## src/rtl/lb_code_pkg.sv

```systemverilog
package lb_code_pkg;
  typedef enum logic {
    TRK_SEARCH = 1'b0,
    TRK_LOCK   = 1'b1
  } trk_state_e;

  localparam int unsigned NUM_CODES = 2;
  localparam int unsigned ACT_IDX   = 0;
  localparam int unsigned DEACT_IDX = 1;
endpackage

```

## src/rtl/lb_code_track.sv

```systemverilog
module lb_code_track
  import lb_code_pkg::*;
#(
  parameter int unsigned CODE_W   = 8,
  parameter int unsigned WIN_BITS = 51200,
  parameter int unsigned ERR_MAX  = 511
) (
  input  logic                      clk_i,
  input  logic                      rst_ni,
  input  logic                      bit_vld_i,
  input  logic                      bit_i,
  input  logic [CODE_W-1:0]         code_i,
  input  logic [$clog2(CODE_W)-1:0] len_i,
  output logic                      det_o
);
  localparam int unsigned LEN_W = $clog2(CODE_W);
  localparam int unsigned WIN_W = $clog2(WIN_BITS);
  localparam int unsigned ERR_W = $clog2(ERR_MAX + 2);
  localparam logic [ERR_W-1:0] ERR_SAT = ERR_W'(ERR_MAX + 1);
  localparam logic [WIN_W-1:0] WIN_END = WIN_W'(WIN_BITS - 1);

  trk_state_e        state_q;
  logic [CODE_W-1:0] hist_q;
  logic [LEN_W:0]    fill_q;
  logic [LEN_W-1:0]  ptr_q;
  logic [WIN_W-1:0]  win_q;
  logic [ERR_W-1:0]  err_q;
  logic              det_q;

  logic [CODE_W-1:0] len_mask;
  logic [CODE_W-1:0] hist_nxt;
  logic [LEN_W:0]    len_ext;
  logic              hist_match;
  logic              miss;
  logic [ERR_W-1:0]  err_nxt;

  always_comb begin
    for (int i = 0; i < CODE_W; i++) begin
      len_mask[i] = (i <= int'(len_i));
    end
  end

  assign len_ext    = {1'b0, len_i};
  assign hist_nxt   = {hist_q[CODE_W-2:0], bit_i};
  assign hist_match = (((hist_nxt ^ code_i) & len_mask) == '0);
  assign miss       = bit_i ^ code_i[ptr_q];
  assign err_nxt    = (err_q == ERR_SAT) ? ERR_SAT : err_q + ERR_W'(miss);

  always_ff @(posedge clk_i or negedge rst_ni) begin
    if (!rst_ni) begin
      state_q <= TRK_SEARCH;
      hist_q  <= '0;
      fill_q  <= '0;
      ptr_q   <= '0;
      win_q   <= '0;
      err_q   <= '0;
      det_q   <= 1'b0;
    end else if (bit_vld_i) begin
      case (state_q)
        TRK_SEARCH: begin
          hist_q <= hist_nxt;
          if (fill_q >= len_ext && hist_match) begin
            // oldest matched bit was code[len]; next expected is code[len] again
            state_q <= TRK_LOCK;
            ptr_q   <= len_i;
            win_q   <= '0;
            err_q   <= '0;
          end else if (fill_q < len_ext) begin
            fill_q <= fill_q + 1'b1;
          end
        end
        TRK_LOCK: begin
          ptr_q <= (ptr_q == '0) ? len_i : ptr_q - 1'b1;
          if (win_q == WIN_END) begin
            win_q <= '0;
            err_q <= '0;
            if (err_nxt > ERR_W'(ERR_MAX)) begin
              det_q   <= 1'b0;
              state_q <= TRK_SEARCH;
              fill_q  <= '0;
            end else begin
              det_q <= 1'b1;
            end
          end else begin
            win_q <= win_q + 1'b1;
            err_q <= err_nxt;
          end
        end
        default: state_q <= TRK_SEARCH;
      endcase
    end
  end

  assign det_o = det_q;
endmodule

```

## src/rtl/lb_sts_irq.sv

```systemverilog
module lb_sts_irq
  import lb_code_pkg::*;
(
  input  logic                 clk_i,
  input  logic                 rst_ni,
  input  logic [NUM_CODES-1:0] trk_det_i,
  input  logic                 prbs_sync_i,
  input  logic                 prbs_mode_i,
  output logic [NUM_CODES-1:0] sts_o,
  output logic                 irq_o
);
  logic [NUM_CODES-1:0] sts_d, sts_q, prv_q;

  always_comb begin
    sts_d = trk_det_i;
    if (prbs_mode_i) sts_d[ACT_IDX] = prbs_sync_i;
  end

  always_ff @(posedge clk_i or negedge rst_ni) begin
    if (!rst_ni) begin
      sts_q <= '0;
      prv_q <= '0;
    end else begin
      sts_q <= sts_d;
      prv_q <= sts_q;
    end
  end

  assign sts_o = sts_q;
  assign irq_o = |(sts_q ^ prv_q);
endmodule

```

## src/rtl/lb_code_det.sv

```systemverilog
module lb_code_det
  import lb_code_pkg::*;
#(
  parameter int unsigned CODE_W   = 8,
  parameter int unsigned WIN_BITS = 51200,
  parameter int unsigned ERR_MAX  = 511
) (
  input  logic                      clk_i,
  input  logic                      rst_ni,
  input  logic                      bit_en_i,
  input  logic                      rx_bit_i,
  input  logic                      ts0_bit_i,
  input  logic                      frm_aligned_i,
  input  logic [CODE_W-1:0]         act_code_i,
  input  logic [$clog2(CODE_W)-1:0] act_len_i,
  input  logic [CODE_W-1:0]         deact_code_i,
  input  logic [$clog2(CODE_W)-1:0] deact_len_i,
  input  logic                      prbs_sync_i,
  input  logic                      prbs_mode_i,
  output logic                      act_det_o,
  output logic                      deact_det_o,
  output logic                      chg_irq_o
);
  localparam int unsigned LEN_W = $clog2(CODE_W);

  logic                 bit_vld;
  logic [CODE_W-1:0]    code_arr [NUM_CODES];
  logic [LEN_W-1:0]     len_arr  [NUM_CODES];
  logic [NUM_CODES-1:0] trk_det;
  logic [NUM_CODES-1:0] sts;

  // timeslot 0 is only skipped while the framer is aligned
  assign bit_vld = bit_en_i & ~(frm_aligned_i & ts0_bit_i);

  assign code_arr[ACT_IDX]   = act_code_i;
  assign code_arr[DEACT_IDX] = deact_code_i;
  assign len_arr[ACT_IDX]    = act_len_i;
  assign len_arr[DEACT_IDX]  = deact_len_i;

  for (genvar g = 0; g < NUM_CODES; g++) begin : g_trk
    lb_code_track #(
      .CODE_W  (CODE_W),
      .WIN_BITS(WIN_BITS),
      .ERR_MAX (ERR_MAX)
    ) trk_i (
      .clk_i    (clk_i),
      .rst_ni   (rst_ni),
      .bit_vld_i(bit_vld),
      .bit_i    (rx_bit_i),
      .code_i   (code_arr[g]),
      .len_i    (len_arr[g]),
      .det_o    (trk_det[g])
    );
  end

  lb_sts_irq sts_i (
    .clk_i      (clk_i),
    .rst_ni     (rst_ni),
    .trk_det_i  (trk_det),
    .prbs_sync_i(prbs_sync_i),
    .prbs_mode_i(prbs_mode_i),
    .sts_o      (sts),
    .irq_o      (chg_irq_o)
  );

  assign act_det_o   = sts[ACT_IDX];
  assign deact_det_o = sts[DEACT_IDX];
endmodule

```

## config.mk

```make
export PLATFORM = sky130hd
export DESIGN_NAME = lb_code_det
export DESIGN_NICKNAME = d
export VERILOG_FILES = /design/src/rtl/lb_code_pkg.sv /design/src/rtl/lb_code_track.sv /design/src/rtl/lb_sts_irq.sv /design/src/rtl/lb_code_det.sv
export SDC_FILE = /design/constraint.sdc
export NUM_CORES = 1
export LEC_CHECK = 0
export ABC_AREA = 0
export BUFFER_PORTS_ARGS = -buffer_cell sky130_fd_sc_hd__buf_2
export CORE_MARGIN = 2
export CORE_UTILIZATION = 61
export CTS_BUF_LIST = sky130_fd_sc_hd__clkbuf_16
export DETAILED_ROUTE_END_ITERATION = 7
export PLACE_DENSITY = 0.8
export SYNTH_ARGS = -nofsm -noshare
export SYNTH_HDL_FRONTEND = slang
export SYNTH_SLANG_ARGS = --single-unit
```

## constraint.sdc

```tcl
create_clock -name clk_i -period 4.5 [get_ports clk_i]
set_clock_uncertainty 0.2 [all_clocks]
set_input_delay 0.225 -clock clk_i [delete_from_list [all_inputs] [get_ports clk_i]]
set_output_delay 0.225 -clock clk_i [all_outputs]
set_load 0.01 [all_outputs]
```

==> out/metrics.cfg <==
[status]
status=completed

[synth]
seq_area_frac_synth=0.409
syn_inst=587
ys_warn_count=0
synth_area_leader_cell=dfrtp_1
synth-main-ff-cell=dfrtp_1
avgSynthCellArea_um2=9.17
yosys.cell_count.top_type=dfrtp_1
async_reset_ff_frac=1.00
synth-edff-count=0
yosysTopAreaCellShare=0.409
synth_cell_type_count=63
synth_area_um2=5380
syn-num-nets=635
synth_common_cells=88 x dfrtp_1, 69 x nand2_1, 40 x a21oi_1, 39 x nand3_1, 33 x nor2_1
synth_area_leaders=dfrtp_1 41%, nand2_1 4.8%, ha_1 4.2%
ys_ff_latch=88

[layout]
fin_cells=730
antenna_cells=0
fillCellCount=684
drive_gt1_frac=0.122
area_growth_pct=10.2
final_nets=665

[grt]
gr-usage-all-layers=0.276
antenna_found_initial=0
grt_pass1_vias=4767
grt_max_degree=46
grt_pass1_wl_um=21900
overflow=0

[sta]
setup_tns_ns=0
period_needed_ns=3.48
relSlewSlack=0.406
finalCritPeriodShare=0.773
worst_pin_slew_ns=0.892
fmax_mhz=288
setup_viol_count_final=0
hold_viol=0
slew_viol_final=0
rsz0062_at_grt=false

[power]
p_total_uw=2340
power.density_nw_per_um2=395
max-vdd-ir-drop_v=0.000211
p_leak_uw=0.00261

[hold_path]
hold_depth=3
hold_path.class=primary input to flip-flop
hold_end=g_trk[0].trk_i.hist_q[0]
holdCritStartpoint=rx_bit_i

[critical_path]
r2r_slack_ns=1.02
cp.required_ns=4.52
worstSetupEndpointType=flip-flop
reg2reg_from=g_trk[1].trk_i.ptr_q[0]
r2r-end=g_trk[1].trk_i.fill_q[1]
reg2reg_depth=10
cp-start-kind=flip-flop
path_class=flip-flop to flip-flop
arrival_ns=3.49
critPathMaxFanout=4

[clocking]
clock-root-buffer=clkbuf_16
cts_buffer_depth=2
cts_max_level=3
cts-resized-gates=0
clkLatencyLatePin_ns=0.34
cts_made_buffers=9
cts_tree=yes
clk_pin_slew_ns=0.06
cts_setup_buffers=0
cts_num_sinks=88

[floorplan]
fp-row-count=34
pin_count=33
design.die.area_um2=9590
die_h_um=97.9
start_util=0.623
die_x_um=97.9
core_area_um2=8640

[routing]
met3_length_um=814
vias_per_cell=6.68
drtIter0Drc=400
via_count=4877
top_layer=met4
post_drt_wl_per_cell_um=17.4
routed_wl_um=12700
dr_wl_met2_um=6050
ant_nets=0
met1_length_um=5590
first_pass_iters=5
drcViolationCount=0

[place]
dpl.hpwl_um=8750
port_buffers=32
gp_congestion=0.926
dp_cells=711

[run]
drv_cap=0

-- per-stage QoR --
stage	instance area [um^2]	util	hold slack, ns	worst slack [ns]
CTS	5930	0.687	0.00395	1.00
detailed placement	5640	0.653	0.0586	1.03
finish	5930	0.687	0.0171	1.02
global route	5930	0.687	0.0585	0.748
global placement	5640	0.653	0.0592	1.17
floorplan	5380	-	-0.271	1.37
-- cells in the final DEF (no fill, tap or decap), types with 3 or more instances in the layout --
| cell type | instances |
|---|---|
| nand2_1 | 69 |
| xnor2_1 | 6 |
| nor3b_1 | 4 |
| nand4_1 | 10 |
| dfrtp_1 | 88 |
| mux4_2 | 4 |
| buf_4 | 7 |
| nor2b_1 | 7 |
| nor3_1 | 12 |
| nand2b_1 | 4 |
| or4_1 | 11 |
| mux2i_1 | 9 |
| inv_1 | 20 |
| and3_1 | 6 |
| mux2_1 | 3 |
| buf_2 | 31 |
| nor4_1 | 7 |
| clkinv_1 | 4 |
| a31o_2 | 5 |
| o31ai_1 | 22 |
| a21oi_1 | 40 |
| nor2_1 | 33 |
| o21a_1 | 7 |
| a22o_1 | 6 |
| a31oi_1 | 17 |
| mux2_2 | 10 |
| nand3_1 | 39 |
| o211ai_1 | 3 |
| clkbuf_16 | 9 |
| or3_1 | 5 |
| a41oi_1 | 3 |
| and4_1 | 3 |
| dlygate4sd3_1 | 3 |
| o21ai_0 | 21 |
| ha_1 | 18 |
| a21o_1 | 5 |
| a211oi_1 | 4 |
| and2_1 | 7 |
| xor2_1 | 15 |
| o21ai_1 | 7 |
-- routing by layer --
metal,global-route usage,up-vias
met1,0.376,2387
met2,0.439,202
met5,0,-
met4,0.115,0
met3,0.0508,29
li1,-,2259
-- registers in the layout, summed over array words and instances (netlist names) --
signal	cells
g_trk.trk_i.hist_q	14
g_trk.trk_i.err_q	20
g_trk.trk_i.state_q	2
sts_i.prv_q	2
g_trk.trk_i.fill_q	8
g_trk.trk_i.ptr_q	6
sts_i.sts_o	2
g_trk.trk_i.det_o	2
g_trk.trk_i.win_q	32
-- cell families (layout without fill, tap and decap cells) --
family,after synthesis,in the layout,share of synthesized area
xor gates and xnor gates,21,21,0.0342
muxes,26,26,0.0607
DFF,88,88,0.409
AOI/OAI and AO/OA,168,168,0.214
and+or+nand+nor,223,223,0.209
buffers and inverters,43,78,0.0314
adders and majority gates,18,18,0.0418
-- final cells by class --
type | instances | area (um^2) | share of cell area
multi-input cells | 456 | 3010 | 0.508
flip-flops and latches | 88 | 2200 | 0.371
repair buffers | 41 | 238 | 0.0401
clock buffers | 9 | 225 | 0.0380
well taps | 108 | 135 | 0.0228
inverters | 21 | 78.8 | 0.0133
clock inverters | 7 | 40.0 | 0.00675
-- worst max path at each step --
| stage | startpoint | slack [ns] | endpoint | cells past startpoint |
|---|---|---|---|---|
| floorplan | g_trk[1].trk_i.ptr_q[0] | 1.37 | g_trk[1].trk_i.fill_q[0] | 10 |
| global placement | g_trk[1].trk_i.ptr_q[0] | 1.17 | g_trk[1].trk_i.fill_q[1] | 10 |
| detailed placement | g_trk[1].trk_i.ptr_q[0] | 1.03 | g_trk[1].trk_i.fill_q[1] | 10 |
| CTS | g_trk[1].trk_i.ptr_q[0] | 1.00 | g_trk[1].trk_i.fill_q[1] | 10 |
| global route | g_trk[1].trk_i.ptr_q[0] | 0.75 | g_trk[1].trk_i.fill_q[0] | 10 |
| finish | g_trk[1].trk_i.ptr_q[0] | 1.02 | g_trk[1].trk_i.fill_q[1] | 10 |
-- worst max-delay path, stage by stage (launching register included) --
cell and delay, ns:
dfrtp_1 0.43, mux4_2 0.52, mux2i_1 0.18, xnor2_1 0.18
ha_1 0.24, nand3_1 0.16, nor4_1 0.36, xor2_1 0.30
nand3_1 0.18, a21oi_1 0.27, mux2_1 0.35
-- repair_timing --
item                                    4_1_cts  5_1_grt
hold endpoints to repair                     44        0
endpoints found under the setup margin        0        0
hold buffers                                  3        0
-- where the power goes --
| part | internal [uW] | switching [uW] |
|---|---|---|
| Combinational | 271 | 311 |
| Clock | 368 | 308 |
| Sequential | 916 | 166 |
(Power assumes the default switching activity.)
